[config.mk]
export PLATFORM = sky130hd
export DESIGN_NAME = pv_charge_tap_ctrl
export DESIGN_NICKNAME = d
export VERILOG_FILES = /design/src/rtl/chg_pkg.sv /design/src/rtl/chg_sample.sv /design/src/rtl/chg_tap_seq.sv /design/src/rtl/chg_hbridge.sv /design/src/rtl/pv_charge_tap_ctrl.sv
export SDC_FILE = /design/constraint.sdc
export NUM_CORES = 1
export LEC_CHECK = 0
export BUFFER_PORTS_ARGS = -buffer_cell sky130_fd_sc_hd__buf_2
export CORE_AREA = 2 2 123 215
export CTS_CLUSTER_DIAMETER = 150
export DETAILED_ROUTE_END_ITERATION = 10
export DIE_AREA = 0 0 125 217
export PLACE_DENSITY = 0.67
export SLEW_MARGIN = 30
export SYNTH_ARGS = -nofsm -noshare
export SYNTH_HDL_FRONTEND = slang
export SYNTH_SLANG_ARGS = --single-unit
export TNS_END_PERCENT = 50
[constraint.sdc]
create_clock -name clk -period 52.7 [get_ports clk]
set_input_delay 2.635 -clock clk [delete_from_list [all_inputs] [get_ports clk]]
set_output_delay 2.635 -clock clk [all_outputs]
set_load 0.1 [all_outputs]
[src/rtl/chg_pkg.sv]
package chg_pkg;

    localparam int CV_W = 12;

    typedef logic [CV_W-1:0] cv_t;

    typedef enum logic {
        PH_POS = 1'b0,
        PH_NEG = 1'b1
    } half_e;

    typedef struct packed {
        logic charging;
        logic in_range;
        cv_t  batt_cv;
    } chg_state_t;

    // gate bit order: [0] leg A high, [1] leg A low, [2] leg B high, [3] leg B low
    localparam logic [3:0] GATE_POS = 4'b1001;
    localparam logic [3:0] GATE_NEG = 4'b0110;

    function automatic cv_t code_to_cv(input logic [7:0] code, input int fs_cv);
        int prod;
        prod = int'(code) * fs_cv / 255;
        return cv_t'(prod);
    endfunction

    function automatic logic [3:0] gate_pattern(input half_e ph);
        return (ph == PH_POS) ? GATE_POS : GATE_NEG;
    endfunction

    function automatic logic hyst_next(input logic cur, input logic [7:0] b,
                                       input logic [7:0] lo, input logic [7:0] hi);
        if (hi <= lo)             return 1'b0;
        else if (!cur && b < lo)  return 1'b1;
        else if (cur && b >= hi)  return 1'b0;
        else                      return cur;
    endfunction

endpackage

[src/rtl/chg_sample.sv]
module chg_sample
    import chg_pkg::*;
#(
    parameter int NUM_TAPS     = 4,
    parameter int BATT_FS_CV   = 1200,
    parameter int PV_FS_CV     = 2400,
    parameter int BAND_LO_CV   = 1000,
    parameter int BAND_STEP_CV = 200,
    localparam int IDX_W       = (NUM_TAPS > 1) ? $clog2(NUM_TAPS) : 1
) (
    input  logic             clk,
    input  logic             rst,
    input  logic             adc_valid,
    input  logic [7:0]       batt_code,
    input  logic [7:0]       pv_code,
    input  logic [7:0]       thr_low,
    input  logic [7:0]       thr_high,
    output chg_state_t       st_q,
    output logic [IDX_W-1:0] band_q
);

    localparam int SPAN_TOP = BAND_LO_CV + NUM_TAPS * BAND_STEP_CV;

    cv_t              pv_cv;
    logic             in_rng;
    logic [IDX_W-1:0] band_n;

    always_comb begin
        pv_cv  = code_to_cv(pv_code, PV_FS_CV);
        in_rng = (int'(pv_cv) >= BAND_LO_CV) && (int'(pv_cv) < SPAN_TOP);
        band_n = in_rng ? IDX_W'((int'(pv_cv) - BAND_LO_CV) / BAND_STEP_CV) : '0;
    end

    always_ff @(posedge clk) begin
        if (rst) begin
            st_q   <= '0;
            band_q <= '0;
        end else if (adc_valid) begin
            st_q.charging <= hyst_next(st_q.charging, batt_code, thr_low, thr_high);
            st_q.in_range <= in_rng;
            st_q.batt_cv  <= code_to_cv(batt_code, BATT_FS_CV);
            band_q        <= band_n;
        end
    end

    a_r1_display_hold: assert property (@(posedge clk) disable iff (rst)
        !adc_valid |=> $stable(st_q.batt_cv));

    a_r2_start_cause: assert property (@(posedge clk) disable iff (rst)
        $rose(st_q.charging) |-> $past(adc_valid && (batt_code < thr_low)));

    a_r3_hold_between: assert property (@(posedge clk) disable iff (rst)
        (adc_valid && thr_high > thr_low && batt_code >= thr_low && batt_code < thr_high)
        |=> (st_q.charging == $past(st_q.charging)));

    a_r4_bad_cfg_idle: assert property (@(posedge clk) disable iff (rst)
        (adc_valid && thr_high <= thr_low) |=> !st_q.charging);

endmodule

[src/rtl/chg_tap_seq.sv]
module chg_tap_seq #(
    parameter int NUM_TAPS = 4,
    parameter int GAP_CYC  = 8
) (
    input  logic                clk,
    input  logic                rst,
    input  logic [NUM_TAPS-1:0] target,
    output logic [NUM_TAPS-1:0] tap_en
);

    localparam int            GW       = $clog2(GAP_CYC + 1);
    localparam logic [GW-1:0] GAP_LAST = GW'(GAP_CYC - 1);
    localparam logic [GW-1:0] GAP_FULL = GW'(GAP_CYC);

    logic [GW-1:0] gap_cnt;

    always_ff @(posedge clk) begin
        if (rst) begin
            tap_en  <= '0;
            gap_cnt <= '0;
        end else if (tap_en != '0) begin
            gap_cnt <= '0;
            if (target != tap_en) tap_en <= '0;
        end else begin
            if (gap_cnt != GAP_LAST) gap_cnt <= gap_cnt + 1'b1;
            if (target != '0 && gap_cnt == GAP_LAST) tap_en <= target;
        end
    end

    // independent run-length counter of all-open cycles
    logic [GW-1:0] off_run;
    always_ff @(posedge clk) begin
        if (rst)                   off_run <= '0;
        else if (tap_en != '0)     off_run <= '0;
        else if (off_run != GAP_FULL) off_run <= off_run + 1'b1;
    end

    a_r6_onehot: assert property (@(posedge clk) disable iff (rst)
        $onehot0(tap_en));

    a_r7_no_direct_swap: assert property (@(posedge clk) disable iff (rst)
        (tap_en != '0) |=> (tap_en == '0 || $stable(tap_en)));

    a_r7_gap_len: assert property (@(posedge clk) disable iff (rst)
        $rose(|tap_en) |-> ($past(off_run) >= GAP_LAST));

endmodule

[src/rtl/chg_hbridge.sv]
module chg_hbridge
    import chg_pkg::*;
#(
    parameter int HALF_CYC = 1000000,
    parameter int DEAD_CYC = 2
) (
    input  logic       clk,
    input  logic       rst,
    input  logic       en,
    output logic [3:0] gate
);

    localparam int            CW    = $clog2(HALF_CYC);
    localparam logic [CW-1:0] LAST  = CW'(HALF_CYC - 1);
    localparam logic [CW-1:0] DEADV = CW'(DEAD_CYC);

    logic [CW-1:0] cnt;
    half_e         ph;

    always_ff @(posedge clk) begin
        if (rst || !en) begin
            cnt <= '0;
            ph  <= PH_POS;
        end else if (cnt == LAST) begin
            cnt <= '0;
            ph  <= (ph == PH_POS) ? PH_NEG : PH_POS;
        end else begin
            cnt <= cnt + 1'b1;
        end
    end

    always_comb begin
        gate = (en && cnt >= DEADV) ? gate_pattern(ph) : 4'b0000;
    end

    a_r9_dead_between: assert property (@(posedge clk) disable iff (rst)
        (gate != 4'b0000) |=> (gate == 4'b0000 || $stable(gate)));

    a_r8_legs_exclusive: assert property (@(posedge clk) disable iff (rst)
        !(gate[0] && gate[1]) && !(gate[2] && gate[3]));

endmodule

[src/rtl/pv_charge_tap_ctrl.sv]
module pv_charge_tap_ctrl
    import chg_pkg::*;
#(
    parameter int NUM_TAPS     = 4,
    parameter int BATT_FS_CV   = 1200,
    parameter int PV_FS_CV     = 2400,
    parameter int BAND_LO_CV   = 1000,
    parameter int BAND_STEP_CV = 200,
    parameter int GAP_CYC      = 8,
    parameter int CLK_HZ       = 100000000,
    parameter int AC_HZ        = 50,
    parameter int DEAD_CYC     = 2
) (
    input  logic                clk,
    input  logic                rst,
    input  logic                adc_valid,
    input  logic [7:0]          batt_code,
    input  logic [7:0]          pv_code,
    input  logic [7:0]          thr_low,
    input  logic [7:0]          thr_high,
    output logic [NUM_TAPS-1:0] tap_en,
    output logic [3:0]          gate,
    output logic                charging,
    output logic [CV_W-1:0]     batt_cv
);

    localparam int HALF_CYC = CLK_HZ / (2 * AC_HZ);
    localparam int IDX_W    = (NUM_TAPS > 1) ? $clog2(NUM_TAPS) : 1;

    chg_state_t          st;
    logic [IDX_W-1:0]    band;
    logic [NUM_TAPS-1:0] target;

    chg_sample #(
        .NUM_TAPS    (NUM_TAPS),
        .BATT_FS_CV  (BATT_FS_CV),
        .PV_FS_CV    (PV_FS_CV),
        .BAND_LO_CV  (BAND_LO_CV),
        .BAND_STEP_CV(BAND_STEP_CV)
    ) i_sample (
        .clk      (clk),
        .rst      (rst),
        .adc_valid(adc_valid),
        .batt_code(batt_code),
        .pv_code  (pv_code),
        .thr_low  (thr_low),
        .thr_high (thr_high),
        .st_q     (st),
        .band_q   (band)
    );

    for (genvar i = 0; i < NUM_TAPS; i++) begin : g_target
        assign target[i] = st.charging && st.in_range && (band == IDX_W'(i));
    end

    chg_tap_seq #(
        .NUM_TAPS(NUM_TAPS),
        .GAP_CYC (GAP_CYC)
    ) i_tap_seq (
        .clk   (clk),
        .rst   (rst),
        .target(target),
        .tap_en(tap_en)
    );

    chg_hbridge #(
        .HALF_CYC(HALF_CYC),
        .DEAD_CYC(DEAD_CYC)
    ) i_hbridge (
        .clk (clk),
        .rst (rst),
        .en  (tap_en != '0),
        .gate(gate)
    );

    assign charging = st.charging;
    assign batt_cv  = st.batt_cv;

    a_r6_off_when_idle: assert property (@(posedge clk) disable iff (rst)
        (!charging && $past(!charging)) |-> (tap_en == '0));

    a_r9_bridge_needs_relay: assert property (@(posedge clk) disable iff (rst)
        (tap_en == '0) |-> (gate == 4'b0000));

endmodule

* Word-level counts from Yosys, hierarchy flattened
Cells that the tools add are included.
** Word-level totals
- Flip-flop bits (word level) :: 45
- Input bits :: 35
- Output and inout bits :: 21
- Logic and storage cells :: 62
** Operators by class
- Add/sub/neg operators :: 3
- $mul :: 2
- Divide/modulo/power cells :: 3
- $lt $le $gt $ge :: 6
- Equal/unequal tests :: 8
- Multiplexer cells :: 10
- Reduce and logical (&&, ||, !) cells :: 22
** Operator list (number)
- $div A32 B9 Y32 const B :: 3
- $mul A8 B7 Y15 const B :: 2
- $add A20 B1 Y20 const B :: 1
- $eq A20 B20 Y1 const B :: 1
- $ge A20 B2 Y1 const B :: 1
- $mux W4 :: 5
- $sub A12 B10 Y13 const B :: 1
- $ge A12 B10 Y1 const B :: 1
- $lt A12 B11 Y1 const B :: 1
- $logic_and A1 B1 Y1 :: 10
- $ge A8 B8 Y1 :: 1
- $le A8 B8 Y1 :: 1
- $lt A8 B8 Y1 :: 1
- $reduce_bool A4 Y1 :: 2
- $add A4 B1 Y4 const B :: 1
- $eq A2 B2 Y1 const B :: 2
- $eq A4 B3 Y1 const B :: 1
- $mux W1 :: 4
- $ne A4 B3 Y1 const B :: 1
- $ne A4 B4 Y1 :: 1
- $reduce_and A2 Y1 :: 2
- $reduce_or A2 Y1 :: 2
- $reduce_bool A3 Y1 :: 1
- $eq A2 B1 Y1 const B :: 1
- other kinds (6) :: 7

* Logic depth before layout (Yosys ltp)
- Depth after elaboration :: 6
- Depth in mapped cells :: 79
- Depth with buffers taken out :: 69

* By module
Synthesis repeated with hierarchy kept, for this count alone.
** Unflattened totals
- Cell total of the unflattened synthesis :: 1640
- Area total of the unflattened synthesis :: 11845.1 um^2
** Modules (own cells, without submodules)
- chg_sample :: times used 1, cells an instance 1471, area an instance 10344.9 um^2, seq. area each 320.3 um^2
- chg_hbridge :: times used 1, cells an instance 124, area an instance 1051.0 um^2, seq. area each 420.4 um^2
- chg_tap_seq :: times used 1, cells an instance 40, area an instance 402.9 um^2, seq. area each 160.2 um^2
- pv_charge_tap_ctrl :: times used 1, cells an instance 5, area an instance 46.3 um^2, seq. area each 0.0 um^2

* Least setup slack after synthesis
OpenSTA, ideal clock, no wires.
- Kind :: input to register
- Start :: in pv_code[4]
- End :: reg i_sample.band_q[0]
- Library setup time :: 0.134 ns
- Data arrival time :: 18.616 ns
- Data required time :: 52.566 ns
- Path slack :: 33.950 ns
- Stages :: 74
- Path buffers :: 7
- Cells stage by stage :: ha_1 > ha_1 > inv_1 > fa_1 > fa_1 > inv_1 > ha_1 > buf_2 > o211a_1 > o31a_1 > a221o_1 > or3_4 > or3_4 > o31a_1 > buf_6 > nor4_4 > o221a_4 > nand2_2 > [38 not listed] > nor4b_4 > a22oi_1 > nor2b_1 > ha_1 > nor4b_1 > a21oi_1 > xnor2_1 > nand2_1 > a2111oi_2 > a2111o_1 > o2111ai_1 > o221a_4 > o211ai_4 > and2_1 > nand2_1 > a311oi_1 > o21bai_1 > a311oi_2
** Between the ends
- Word-level cells in the longest chain between the ends :: 5
- Elaborated cells on any way between the ends :: 8
** Ends and longest elaborated chain
- start, declared :: line pv_charge_tap_ctrl.sv:18 : input logic [7:0] pv_code,
- $mul A8 B7 Y15 (*) :: line chg_pkg.sv:24 : prod = int'(code) * fs_cv / 255;
- $div A32 B9 Y32 (*) :: line chg_pkg.sv:24
- $sub A12 B10 Y13, or another cell as far along :: line chg_sample.sv:31 : band_n = in_rng ? IDX_W'((int'(pv_cv) - BAND_LO_CV) / BAND_STEP_CV) : '0;
- $div A32 B9 Y32 or $logic_and A1 B1 Y1 (tied branches) :: line chg_sample.sv:31, chg_sample.sv:30
- $mux W2 (*) :: line chg_sample.sv:31
- end signal, assigned :: line chg_sample.sv:42 : band_q <= band_n;
- end, declared :: line chg_sample.sv:19 : output logic [IDX_W-1:0] band_q
Every way passes the cells marked *; elsewhere a longest branch is shown, timed or not.
A chain may end at the register's enable or synchronous reset.

* Worst setup path after layout
Ends and elaborated chain as after synthesis.

==> run metrics <==
status=finished clean; Total Nets Final=1778; vias post-DR=12318; Slew Limit Headroom=35.8%; post-CTS sizing=0; Reg clk slew, reported paths=0.07 ns; Detail Placement HPWL=28600 µm; antenna diode count=0; initial DRC count=670; Post-synth EDFFs=0; Final Instance Area=12000 µm²; Setup crit end kind=flop; Final min period=21.84 ns; share of cells above drive strength 1=9.37%; cells on worst reg2reg path=7; WL per Instance=18.1 µm; Max clock buf depth=2; die width=125 µm; clock root buffer master=clkbuf_16; Fin Hold WS=0.477 ns; CP dominant cell by count=ha_1; post-CTS setup buffer count=0; sequential cell area fraction in the yosys report=7.83%; full die area=27100 µm²; synthesized area per cell=7.16 µm²; CP max-delay cell=nor2_1; highest clock rate=45.8 MHz; total number of yosys warnings=0; gr usage total=25.1%; crit path max fanout=15; final hold vios=0; Hold Path Class=reg -> reg; CP max stage delay=0.61 ns; number of cell rows=78; vias in the first global route=12115; max-slew violations=0; Post-synth top flop=dfxtp_1; library cells used by synthesis=117; Async S/R FF share, synth=0%; Hold Buf Count CTS=0; Setup Skew=0.00668 ns; Residual DRC=0; unrepaired setup endpoints after global routing=no; DP Area=11900 µm²; number of routed nets with antenna violations=0; aggregate global routing overflow=0; setup_tns=0 ns; number of synthesized register bits=45; clock sinks=45; routability cong.=1.03; core footprint=25600 µm²; initial antenna violation count=0; Syn Inst Count=1607; pin count of the biggest net entering global routing=30; first-pass GRT wire length=57500 µm; PortBufs=55; worst slew pin tran=0.936 ns; Mapped Area=11500 µm²; IO Pins=56; vias per cell=6.38; CTS tree=built; final wirelength=34900 µm; final setup fails=0; chip height=217 µm; Starting Density=45.0%; crit path DAT=22.04 ns; Tcrit/Tclk final=41.4%; max cap viols=0; CTS H-tree depth=2; area grow syn2layout=4.63%; Worst EP required=52.90 ns; Startpoint Class=input port; CP Class=in -> reg; Pre-antenna DRT Iters=7; cts bufs inserted=5; clock latency on the worst-skew pair=0.28 ns; Syn Nets=1774; hold path depth=1
==> layout by cell type (no fill, tap or decap), types with 13 or more instances in the layout <==
master     synthesis  routed
o21ai_0           68      68
dfxtp_1           45      45
o31a_1            13      13
mux2i_1           25      25
and2_1            27      27
inv_1            108     108
o21a_1            14      14
a31oi_1           31      31
nand3_1           73      73
a21o_1            23      23
nor4_1            23      23
nand4_1           20      20
xnor2_1           68      68
xor2_1            30      30
o2111ai_1         19      19
nand2_1          126     126
nor2b_1           19      19
or3_1             19      19
nor2_1           169     169
a21oi_1           91      91
buf_2             13      55
o211ai_1          25      25
a211oi_1          28      28
nand2b_1          23      23
and3_1            21      21
nor3_1            53      53
fa_1              14      14
ha_1             118     118
==> sequential cells by signal (all words and copies together) (netlist names) <==
name               cells
i_hbridge.cnt         20
i_hbridge.ph           1
i_sample.band_q        2
i_sample.st_q         14
i_tap_seq.gap_cnt      4
i_tap_seq.tap_en       4
==> cell usage after synthesis, drive strengths merged (15+ instances only) <==
| cell type | count | area [µm²] |
|---|---|---|
| mux2i | 25 | 250 |
| o31ai | 15 | 150 |
| xor2 | 30 | 263 |
| nand2b | 23 | 144 |
| xnor2 | 69 | 612 |
| and3 | 21 | 131 |
| nor2 | 171 | 652 |
| ha | 118 | 1480 |
| and2 | 27 | 169 |
| a21oi | 94 | 489 |
| dfxtp | 45 | 901 |
| o21ai | 84 | 443 |
| a21o | 24 | 188 |
| or3 | 22 | 153 |
| nor3 | 58 | 315 |
| o211ai | 28 | 234 |
| nand2 | 130 | 498 |
| clkbuf | 27 | 101 |
| a31oi | 33 | 228 |
| nor4 | 25 | 178 |
| o2111ai | 19 | 166 |
| inv | 109 | 417 |
| a211oi | 34 | 293 |
| nor2b | 19 | 119 |
| nand3 | 73 | 365 |
| buf | 34 | 223 |
| nand4 | 20 | 125 |
==> cell families (layout without fill, tap and decap cells) <==
kind of cell               after synthesis  count (layout)  share of synthesized area, %
and+or+nand+nor                        640             640                          28.4
AOI/OAI and AO/OA                      487             487                          31.5
buffers and inverters                  172             177                          6.50
adders and majority gates              134             134                          15.4
xor gates and xnor gates                99              99                          7.60
DFF                                     45              45                          7.83
muxes                                   30              30                          2.70
==> area by class of cell <==
| type | instances | area, µm² |
|---|---|---|
| inverter | 111 | 424 |
| fill | 2702 | 13500 |
| clock inverter | 3 | 22.5 |
| clock buffer | 5 | 125 |
| sequential | 45 | 901 |
| tap | 320 | 400 |
| multi-input combinational | 1390 | 9870 |
| timing repair buffer | 58 | 298 |
==> per-layer routing <==
| layer | routed length (µm) | track usage, % |
|---|---|---|
| met1 | 12600 | 24.2 |
| met2 | 19000 | 50.3 |
| met3 | 1130 | 2.19 |
| met4 | 2280 | 15.1 |
| met5 | 0 | 0 |
==> final timing paths <==
path | start | end | slack, ns
setup / recovery | pv_code[4] | i_sample.band_q[0] | 30.86
hold / removal | i_hbridge.cnt[0] | i_hbridge.cnt[0] | 0.48
setup reg to reg | i_hbridge.cnt[0] | i_hbridge.cnt[3] | 50.29
hold reg to reg | i_hbridge.cnt[0] | i_hbridge.cnt[0] | 0.48
==> worst max-delay path, delay by kind of cell <==
family,cells,cell delay (ns)
AOI/OAI and AO/OA,29,8.45
buffers and inverters,6,0.64
xor gates and xnor gates,5,1.50
and+or+nand+nor,16,5.17
muxes,1,0.33
adders and majority gates,10,3.30
==> through the flow <==
stage | setup slack, ns | std cells | utilization [%]
floorplan | 33.95 | 1607 | -
global placement | 31.55 | 1924 | 46.5
detailed placement | 30.90 | 1924 | 46.5
CTS | 31.14 | 1932 | 47.1
global route | 29.46 | 1932 | 47.1
finish | 30.86 | 1932 | 47.1
Power is left out: the tool's default activity adds up to more than one toggle a clock period on the data nets, which glitch-free logic cannot reach.
